### src/rtl/disp_srx_pkg.sv
package disp_srx_pkg;
   typedef enum logic {
      TAG_CMD  = 1'b0,
      TAG_DATA = 1'b1
   } tag_e;

   function automatic int unsigned frame_bits(input logic in_band, input int unsigned w);
      return in_band ? w + 1 : w;
   endfunction
endpackage

### src/rtl/srx_sync_bank.sv
module srx_sync_bank #(
   parameter int unsigned WIDTH   = 4,
   parameter int unsigned STAGES  = 2,
   parameter logic [WIDTH-1:0] RST_VAL = '0
) (
   input  logic             clk,
   input  logic             rst_n,
   input  logic [WIDTH-1:0] d_async,
   output logic [WIDTH-1:0] q_sync
);
   if (STAGES < 2) begin : g_bad_stages
      $error("srx_sync_bank: STAGES must be at least 2");
   end

   for (genvar i = 0; i < WIDTH; i++) begin : g_bit
      logic [STAGES-1:0] chain;
      always_ff @(posedge clk or negedge rst_n) begin
         if (!rst_n) chain <= {STAGES{RST_VAL[i]}};
         else        chain <= {chain[STAGES-2:0], d_async[i]};
      end
      assign q_sync[i] = chain[STAGES-1];
   end
endmodule

### src/rtl/srx_framer.sv
module srx_framer
   import disp_srx_pkg::*;
#(
   parameter int unsigned DATA_W = 8
) (
   input  logic              clk,
   input  logic              rst_n,
   input  logic              mode_3w,
   input  logic              scl_s,
   input  logic              sda_s,
   input  logic              csn_s,
   input  logic              dc_s,
   output logic [DATA_W-1:0] rx_byte,
   output logic              rx_is_data,
   output logic              rx_valid
);
   localparam int unsigned MAX_BITS = DATA_W + 1;
   localparam int unsigned CNT_W    = $clog2(MAX_BITS + 1);

   if (DATA_W < 2) begin : g_bad_width
      $error("srx_framer: DATA_W must be at least 2");
   end

   logic              scl_d;
   logic              rise;
   logic [CNT_W-1:0]  bit_cnt;
   logic [CNT_W-1:0]  last_idx;
   logic [DATA_W-1:0] shreg;
   logic              tag_q;
   logic              is_tag_bit;

   assign last_idx   = CNT_W'(frame_bits(mode_3w, DATA_W) - 1);
   assign rise       = scl_s & ~scl_d & ~csn_s;
   assign is_tag_bit = mode_3w & (bit_cnt == '0);

   always_ff @(posedge clk or negedge rst_n) begin
      if (!rst_n) scl_d <= 1'b0;
      else        scl_d <= scl_s;
   end

   always_ff @(posedge clk or negedge rst_n) begin
      if (!rst_n) begin
         bit_cnt <= '0;
         shreg   <= '0;
         tag_q   <= TAG_CMD;
      end else if (csn_s) begin
         bit_cnt <= '0;
         shreg   <= '0;
      end else if (rise) begin
         if (is_tag_bit) tag_q <= sda_s;
         else            shreg <= {shreg[DATA_W-2:0], sda_s};
         bit_cnt <= (bit_cnt == last_idx) ? '0 : bit_cnt + 1'b1;
      end
   end

   always_ff @(posedge clk or negedge rst_n) begin
      if (!rst_n) begin
         rx_byte    <= '0;
         rx_is_data <= TAG_CMD;
         rx_valid   <= 1'b0;
      end else begin
         rx_valid <= 1'b0;
         if (rise && !csn_s && bit_cnt == last_idx) begin
            rx_byte    <= {shreg[DATA_W-2:0], sda_s};
            rx_is_data <= mode_3w ? tag_q : dc_s;
            rx_valid   <= 1'b1;
         end
      end
   end

   assert_one_cycle_R7: assert property (@(posedge clk) disable iff (!rst_n)
      rx_valid |=> !rx_valid);

   assert_only_selected_R5: assert property (@(posedge clk) disable iff (!rst_n)
      rx_valid |-> !$past(csn_s));

   assert_clear_on_release_R6: assert property (@(posedge clk) disable iff (!rst_n)
      csn_s |=> (bit_cnt == '0));

   assert_count_in_frame_R4: assert property (@(posedge clk) disable iff (!rst_n)
      bit_cnt <= last_idx);

   assert_tag_from_pin_R3: assert property (@(posedge clk) disable iff (!rst_n)
      (rx_valid && !mode_3w) |-> (rx_is_data == $past(dc_s)));
endmodule

### src/rtl/disp_serial_rx.sv
module disp_serial_rx #(
   parameter int unsigned DATA_W      = 8,
   parameter int unsigned SYNC_STAGES = 2
) (
   input  logic              clk,
   input  logic              rst_n,
   input  logic              mode_3w,
   input  logic              ser_clk,
   input  logic              ser_sda,
   input  logic              ser_csn,
   input  logic              ser_dc,
   output logic [DATA_W-1:0] rx_byte,
   output logic              rx_is_data,
   output logic              rx_valid
);
   localparam int unsigned NPINS = 4;
   localparam logic [NPINS-1:0] PIN_RST = 4'b0100;

   logic [NPINS-1:0] pins_async;
   logic [NPINS-1:0] pins_sync;

   assign pins_async = {ser_dc, ser_csn, ser_sda, ser_clk};

   srx_sync_bank #(
      .WIDTH   (NPINS),
      .STAGES  (SYNC_STAGES),
      .RST_VAL (PIN_RST)
   ) u_sync (
      .clk     (clk),
      .rst_n   (rst_n),
      .d_async (pins_async),
      .q_sync  (pins_sync)
   );

   srx_framer #(
      .DATA_W (DATA_W)
   ) u_framer (
      .clk        (clk),
      .rst_n      (rst_n),
      .mode_3w    (mode_3w),
      .scl_s      (pins_sync[0]),
      .sda_s      (pins_sync[1]),
      .csn_s      (pins_sync[2]),
      .dc_s       (pins_sync[3]),
      .rx_byte    (rx_byte),
      .rx_is_data (rx_is_data),
      .rx_valid   (rx_valid)
   );
endmodule

### config.mk
export PLATFORM = sky130hd
export DESIGN_NAME = disp_serial_rx
export DESIGN_NICKNAME = d
export VERILOG_FILES = /design/src/rtl/disp_srx_pkg.sv /design/src/rtl/srx_sync_bank.sv /design/src/rtl/srx_framer.sv /design/src/rtl/disp_serial_rx.sv
export SDC_FILE = /design/constraint.sdc
export NUM_CORES = 1
export LEC_CHECK = 0
export BUFFER_PORTS_ARGS = -buffer_cell sky130_fd_sc_hd__buf_2
export CAP_MARGIN = 20
export CORE_MARGIN = 2
export CORE_UTILIZATION = 55
export CTS_CLUSTER_DIAMETER = 150
export DETAILED_ROUTE_END_ITERATION = 12
export PLACE_DENSITY = 0.77
export SLEW_MARGIN = 5
export SYNTH_ARGS = -nofsm -noshare
export SYNTH_HDL_FRONTEND = slang
export SYNTH_SLANG_ARGS = --single-unit
### constraint.sdc
create_clock -name clk -period 1.8 [get_ports clk]
set_input_delay 0.18 -clock clk [delete_from_list [all_inputs] [get_ports clk]]
set_output_delay 0.18 -clock clk [all_outputs]
set_load 0.01 [all_outputs]
==> results of run 1 <==
kinds of logic (layout without fill, tap and decap cells):
family | Yosys count | after routing | synth area share
AOI/OAI and AO/OA | 22 | 22 | 0.109
adders and majority gates | 2 | 2 | 0.0196
buffers and inverters | 9 | 45 | 0.0323
DFF | 31 | 31 | 0.610
muxes | 11 | 11 | 0.124
and+or+nand+nor | 24 | 24 | 0.106
sequential cells by signal, summed over array words and instances, names as in the netlist:
signal	count
u_framer.bit_cnt	4
u_framer.rx_byte	8
u_framer.rx_is_data	1
u_framer.rx_valid	1
u_framer.scl_d	1
u_framer.shreg	7
u_framer.tag_q	1
u_sync.g_bit.chain	8
final cells by class:
| type | instances | area share |
|---|---|---|
| timing repair buffer | 32 | 0.140 |
| inverter | 5 | 0.0119 |
| clock buffer | 7 | 0.0285 |
| multi-input combinational | 59 | 0.300 |
| sequential | 31 | 0.495 |
| tap | 28 | 0.0222 |
| clock inverter | 1 | 0.00317 |
stage by stage:
stage,utilization,hold WS (ps),setup slack [ps],setup TNS (ps)
3_3_place_gp,0.636,241,83.6,0
5_1_grt,0.713,186,-59.0,-420
6_report,0.713,161,12.5,0
3_5_place_dp,0.636,248,-0.0915,-0.0915
2_1_floorplan,-,-116,129,0
4_1_cts,0.688,138,18.2,0
worst min-delay path by stage:
| stage | from | to | slack (ps) |
|---|---|---|---|
| after floorplan | rst_n | u_framer.bit_cnt[0]$_DFFE_PN0P_ | -120 |
| after global placement | rst_n | u_framer.rx_byte[4]$_DFFE_PN0P_ | 240 |
| after detailed placement | rst_n | u_framer.rx_byte[4]$_DFFE_PN0P_ | 250 |
| after CTS | mode_3w | u_framer.bit_cnt[3]$_DFFE_PN0P_ | 140 |
| after global routing | mode_3w | u_framer.bit_cnt[3]$_DFFE_PN0P_ | 190 |
| final | mode_3w | u_framer.bit_cnt[3]$_DFFE_PN0P_ | 160 |
worst max-delay path: cells and delay by family, from the launching register on:
kind	cells	cell delay, ps
muxes	1	290
AOI/OAI and AO/OA	1	350
DFF	1	420
buffers and inverters	1	160
and+or+nand+nor	2	460
layout by cell type (no fill, tap or decap), drive strengths merged, types with 4 or more instances in the layout:
master	synthesis	routed
dfrtp	29	29
buf	1	27
a22oi	6	6
o21ai	7	7
mux2	11	11
nand2	12	12
clkbuf	3	7
dlygate4sd3	0	5
a21oi	4	4
inv	5	5
repair_timing:
item,in CTS,in global routing
endpoints found under the setup margin,6,13
hold buffers,5,0
pin swaps,1,4
setup buffers,2,4
hold endpoints to repair,33,0
gates resized for setup,0,9
metal layers:
metal  vias to the layer above  global-route usage  share of wire
met5                         -                   0              0
met4                         0               0.107          0.023
met3                         8              0.0800          0.055
met2                        32               0.340           0.48
met1                       435               0.244           0.44
li1                        423                   -              -
power by group:
| part | total [mW] | switching, mW | internal, mW |
|---|---|---|---|
| combinational | 0.0975 | 0.0486 | 0.0489 |
| clock | 0.362 | 0.210 | 0.152 |
| sequential | 0.738 | 0.0185 | 0.719 |
| total | 1.20 | 0.277 | 0.920 |
==> results.py, run 1 <==
metrics = {
    "power_and_ir_drop": {
        "power.total_mw": 1.20,
        "power.ir.vdd_worst_mv": 0.805,
        "p_per_area_nw_per_um2": 759,
        "power_leakage_nw": 0.789,
    },
    "synth": {
        "synth.ff_latch_count": 31,
        "synthesis.instances": 99,
        "mean_syn_cell_area_um2": 12.9,
        "yosys.area.top_type": "sky130_fd_sc_hd__dfrtp_1",
        "netlist.area_leader.share": 0.569,
        "post_synth_num_cell_types": 29,
        "synthTopCellsByCount": "sky130_fd_sc_hd__dfrtp_1 (29), sky130_fd_sc_hd__nand2_1 (12), sky130_fd_sc_hd__mux2_4 (9), sky130_fd_sc_hd__a22oi_1 (6), sky130_fd_sc_hd__o21ai_0 (5)",
        "synth.top_cells.by_area": "sky130_fd_sc_hd__dfrtp_1 (57%), sky130_fd_sc_hd__mux2_4 (11%), sky130_fd_sc_hd__dfstp_2 (4.1%)",
        "syn_area_um2": 1280,
        "ys_async_sr_fraction": 1.00,
        "synthesis.yosys.warnings": 0,
        "mappedNetlistNets": 108,
        "post-synth-top-count-cell": "sky130_fd_sc_hd__dfrtp_1",
        "synth-edff-count": 0,
        "synth-seq-area-share": 0.610,
        "postSynth.topFlopCell": "sky130_fd_sc_hd__dfrtp_1",
    },
    "sta": {
        "max-slew-margin-rel": 0.576,
        "timing.final.crit_share": 0.993,
        "setup_viol_count_final": 0,
        "unrepaired_setup_endpoints_after_global_routing": "yes",
        "final.min_clock_period_ps": 1790,
        "slew_violations": 0,
        "finalHoldViolations": 0,
        "maxClockFrequency_mhz": 559,
        "worst_clock_skew_ps": 6.84,
        "worst_slew_pin_slew_ps": 635,
    },
    "finish": {
        "area.sequential_um2": 781,
        "final-instance-count-excl-fill": 163,
        "fill_cells": 156,
        "area_added_between_synthesis_and_finish_pct": 23.6,
        "antenna_cells": 0,
        "final_net_count": 143,
        "multi_input_area_um2": 473,
        "final_layout_size_suffix_gt1_frac": 0.393,
        "postLayoutCellArea_um2": 1580,
    },
    "global_routing": {
        "grt_first_pass_wirelength_mm": 3.97,
        "initial_antenna_violation_count": 0,
        "grt_start_max_net_pins": 32,
        "vias_in_the_first_global_route": 905,
        "grt-ovfl-total": 0,
        "global_route.usage.total": 0.210,
    },
    "routing": {
        "detail_route.drc_violations": 0,
        "vias_per_cell": 5.51,
        "drtAntennaViolNets": 0,
        "detailedRoute.firstPassIterationCount": 5,
        "totalWireLength_mm": 2.36,
        "routed_wire_length_per_instance_um": 14.5,
        "number_of_vias_after_detailed_routing": 898,
        "drt_first_iter_violations": 21,
    },
    "cts": {
        "htree_num_levels": 2,
        "cts-root-to-sink-buffers": 2,
        "clkSinkCount": 31,
        "clkSlewWorstSetupHoldPaths_ps": 80,
        "cts_root_cell": "sky130_fd_sc_hd__clkbuf_4",
        "tritoncts": "done",
        "insertion_delay_ps": 330,
        "numCtsBuffers": 5,
    },
    "critical_path": {
        "crit_path_top_delay_cell": "sky130_fd_sc_hd__dfrtp_1",
        "endpoint": "u_framer.rx_byte[0]$_DFFE_PN0P_",
        "cp-start-kind": "register",
        "rrSetupSlack_ps": 10,
        "cp_data_arrival_time_ps": 2000,
        "worstSetupPathType": "reg -> reg",
        "worstReg2RegStart": "u_framer.bit_cnt[3]$_DFFE_PN0P_",
        "required_ps": 2010,
        "depth_of_the_worst_register_to_register_path": 5,
        "top_fanout_value_on_the_critical_path": 6,
        "critPathMaxStageDelay_ps": 420,
        "critical_path.endpoint_type": "register",
        "critical_path.cell_chain": "nand4b_1 > or2_1 > a211o_1 > buf_6 > mux2_4",
        "worstSetupStartpoint": "u_framer.bit_cnt[3]$_DFFE_PN0P_",
        "r2r-end": "u_framer.rx_byte[0]$_DFFE_PN0P_",
    },
    "floorplanning": {
        "initial_core_util": 0.577,
        "floorplan.die.width_um": 52.2,
        "std_cell_rows": 17,
        "io_pins": 17,
        "design.core.area_um2": 2210,
        "total_die_area_um2": 2720,
        "die_h_um": 52.2,
    },
    "placement": {
        "hpwlAfterDp_mm": 1.53,
        "detailed_place.area_um2": 1410,
        "place_congestion": 0.706,
        "port-buffer-count": 16,
        "dp_cells": 144,
    },
    "min_path": {
        "type_of_the_most_critical_hold_path": "in -> reg",
        "min_delay_path_depth": 3,
    },
    "job": {
        "max_cap_violations": 0,
    },
    "status": {
        "run_status": "completed",
    },
}
No activity file was read; power rests on OpenSTA's default activity.
==> run 2, diff against run 1 <==
--- a/config.mk
+++ b/config.mk
@@ -11,7 +11,7 @@
 export CORE_UTILIZATION = 55
 export CTS_CLUSTER_DIAMETER = 150
 export DETAILED_ROUTE_END_ITERATION = 12
-export PLACE_DENSITY = 0.77
+export PLACE_DENSITY = 0.73
 export SLEW_MARGIN = 5
 export SYNTH_ARGS = -nofsm -noshare
 export SYNTH_HDL_FRONTEND = slang
==> run 2 against run 1 <==
  * Clock power rose by 21%
  * Setup slack improved by 47 ps
  * Sequential power barely moved
  * Critical path depth did not move
  * Clock skew rose by 2.8 ps
  * Maximum frequency rose by 2.7%
  * Largest power group unchanged
==> results.py, run 2 (synthesis gave the netlist of run 1 again) <==
metrics = {
    "global_routing": {
        "top_usage_layer": "met2",
        "vias_in_the_first_global_route": 887,
        "grt-ovfl-total": 0,
        "grt_first_pass_wirelength_mm": 3.75,
        "grt_start_max_net_pins": 32,
        "use_met2": 0.314,
        "grtUsageMet3": 0.0743,
        "global_route.usage.total": 0.199,
        "initial_antenna_violation_count": 0,
        "grtUsageMet1": 0.228,
    },
    "cts": {
        "insertion_delay_ps": 320,
        "tritoncts": "done",
        "htree_num_levels": 2,
        "cts-root-to-sink-buffers": 2,
        "clkSinkCount": 31,
        "cts_root_cell": "sky130_fd_sc_hd__clkbuf_4",
        "clkSlewWorstSetupHoldPaths_ps": 90,
        "numCtsBuffers": 5,
    },
    "min_path": {
        "type_of_the_most_critical_hold_path": "in -> reg",
    },
    "power_and_ir_drop": {
        "power_leakage_nw": 0.792,
        "p_per_area_nw_per_um2": 797,
        "power.ir.vdd_worst_mv": 0.761,
    },
    "finish": {
        "reg_top3": "u_framer.rx_byte: 8 flops, u_sync.g_bit.chain: 8 flops, u_framer.shreg: 7 flops",
        "area_added_between_synthesis_and_finish_pct": 24.9,
        "mostFrequentLayoutCell": "sky130_fd_sc_hd__dfrtp_1",
        "antenna_cells": 0,
        "final_layout_size_suffix_gt1_frac": 0.388,
        "most-common-layout-cells": "sky130_fd_sc_hd__dfrtp_1 (28), sky130_fd_sc_hd__buf_2 (16), sky130_fd_sc_hd__nand2_1 (12), sky130_fd_sc_hd__mux2_4 (9), sky130_fd_sc_hd__buf_4 (9)",
        "postLayoutCellArea_um2": 1590,
        "final-instance-count-excl-fill": 162,
        "post-route-util": 0.721,
        "final_net_count": 142,
    },
    "sta": {
        "setup_viol_count_final": 0,
        "setup_total_negative_slack_ps": 0,
        "final.min_clock_period_ps": 1740,
        "max-slew-margin-rel": 0.569,
        "worst_clock_skew_ps": 9.69,
        "slew_violations": 0,
        "final_critical_path_setup_slack_ps": 59.7,
        "maxClockFrequency_mhz": 575,
        "unrepaired_setup_endpoints_after_global_routing": "no",
        "finalHoldViolations": 0,
        "worst_slew_pin_slew_ps": 647,
        "timing.final.crit_share": 0.967,
    },
    "routing": {
        "detail_route.drc_violations": 0,
        "routed_wire_length_per_instance_um": 13.8,
        "drtAntennaViolNets": 0,
        "number_of_vias_after_detailed_routing": 872,
        "drt_first_iter_violations": 11,
        "vias_per_cell": 5.38,
        "totalWireLength_mm": 2.23,
        "detailedRoute.firstPassIterationCount": 4,
    },
    "floorplanning": {
        "std_cell_rows": 17,
        "total_die_area_um2": 2720,
        "initial_core_util": 0.577,
        "io_pins": 17,
        "floorplan.die.width_um": 52.2,
        "die_h_um": 52.2,
        "design.core.area_um2": 2210,
    },
    "placement": {
        "detailedPlace.worstSlack_ps": -17.2,
        "place_congestion": 0.721,
        "hpwlAfterDp_mm": 1.50,
        "port-buffer-count": 16,
        "dp_cells": 144,
        "detailed_place.area_um2": 1410,
    },
    "critical_path": {
        "worstSetupPathType": "reg -> reg",
        "cp_data_arrival_time_ps": 1950,
        "top_fanout_value_on_the_critical_path": 4,
        "critical_path.endpoint_type": "register",
        "cp-start-kind": "register",
        "required_ps": 2010,
    },
    "job": {
        "max_cap_violations": 0,
    },
    "status": {
        "run_status": "completed",
    },
}
-- run 2: layout make-up --
| type | instances | area (um2) |
|---|---|---|
| flip-flops and latches | 31 | 779 |
| well taps | 28 | 35.0 |
| fillers | 161 | 618 |
| clock buffers | 8 | 68.8 |
| repair buffers | 31 | 209 |
| multi-input cells | 59 | 483 |
| inverters | 5 | 18.8 |
-- run 2: where the power goes --
group / internal [mW] / switching [mW] / leakage (nW)
sequential: 0.719 / 0.0190 / 0.405
combinational: 0.0455 / 0.0485 / 0.349
clock: 0.230 / 0.209 / 0.0386
-- run 2: timing repair --
item                       4_1_cts  5_1_grt
hold buffers                     5        0
buffers inserted                 2        3
resized for setup                1        7
setup endpoints to repair        2       12
hold endpoints to repair        33        0
pin swaps                        1        5
-- run 2: worst paths after layout --
check                      slack, ps                            endpoint  cells after the start                                from
max                               60     u_framer.rx_byte[5]$_DFFE_PN0P_                      5     u_framer.bit_cnt[2]$_DFFE_PN0P_
min                              190     u_framer.bit_cnt[3]$_DFFE_PN0P_                      3                             mode_3w
max reg2reg                       60     u_framer.rx_byte[5]$_DFFE_PN0P_                      5     u_framer.bit_cnt[2]$_DFFE_PN0P_
min reg2reg                      350  u_sync.g_bit[2].chain[1]$_DFF_PN1_                      0  u_sync.g_bit[2].chain[0]$_DFF_PN1_
max in group asynchronous        930     u_framer.bit_cnt[2]$_DFFE_PN0P_                      2                               rst_n
min in group asynchronous        420     u_framer.rx_byte[6]$_DFFE_PN0P_                      2                               rst_n
-- run 2: critical path, stage by stage, from the launching register on --
cell                      delay (ps)
sky130_fd_sc_hd__dfrtp_2         450
sky130_fd_sc_hd__nor4b_4         300
sky130_fd_sc_hd__nand2_1         100
sky130_fd_sc_hd__a211o_1         300
sky130_fd_sc_hd__buf_4           170
sky130_fd_sc_hd__mux2_4          290
-- run 2: metal layers --
metal	part of all wire	up-vias
met5	0	-
met4	0.024	0
met3	0.044	7
met2	0.48	19
met1	0.45	429
li1	-	417
-- run 2: stage by stage --
step           hold WS [ps]  power (mW)
6_report                187        1.27
2_1_floorplan          -116       0.784
3_3_place_gp            239       0.819
3_5_place_dp            248       0.824
4_1_cts                 164        1.28
5_1_grt                 204        1.33
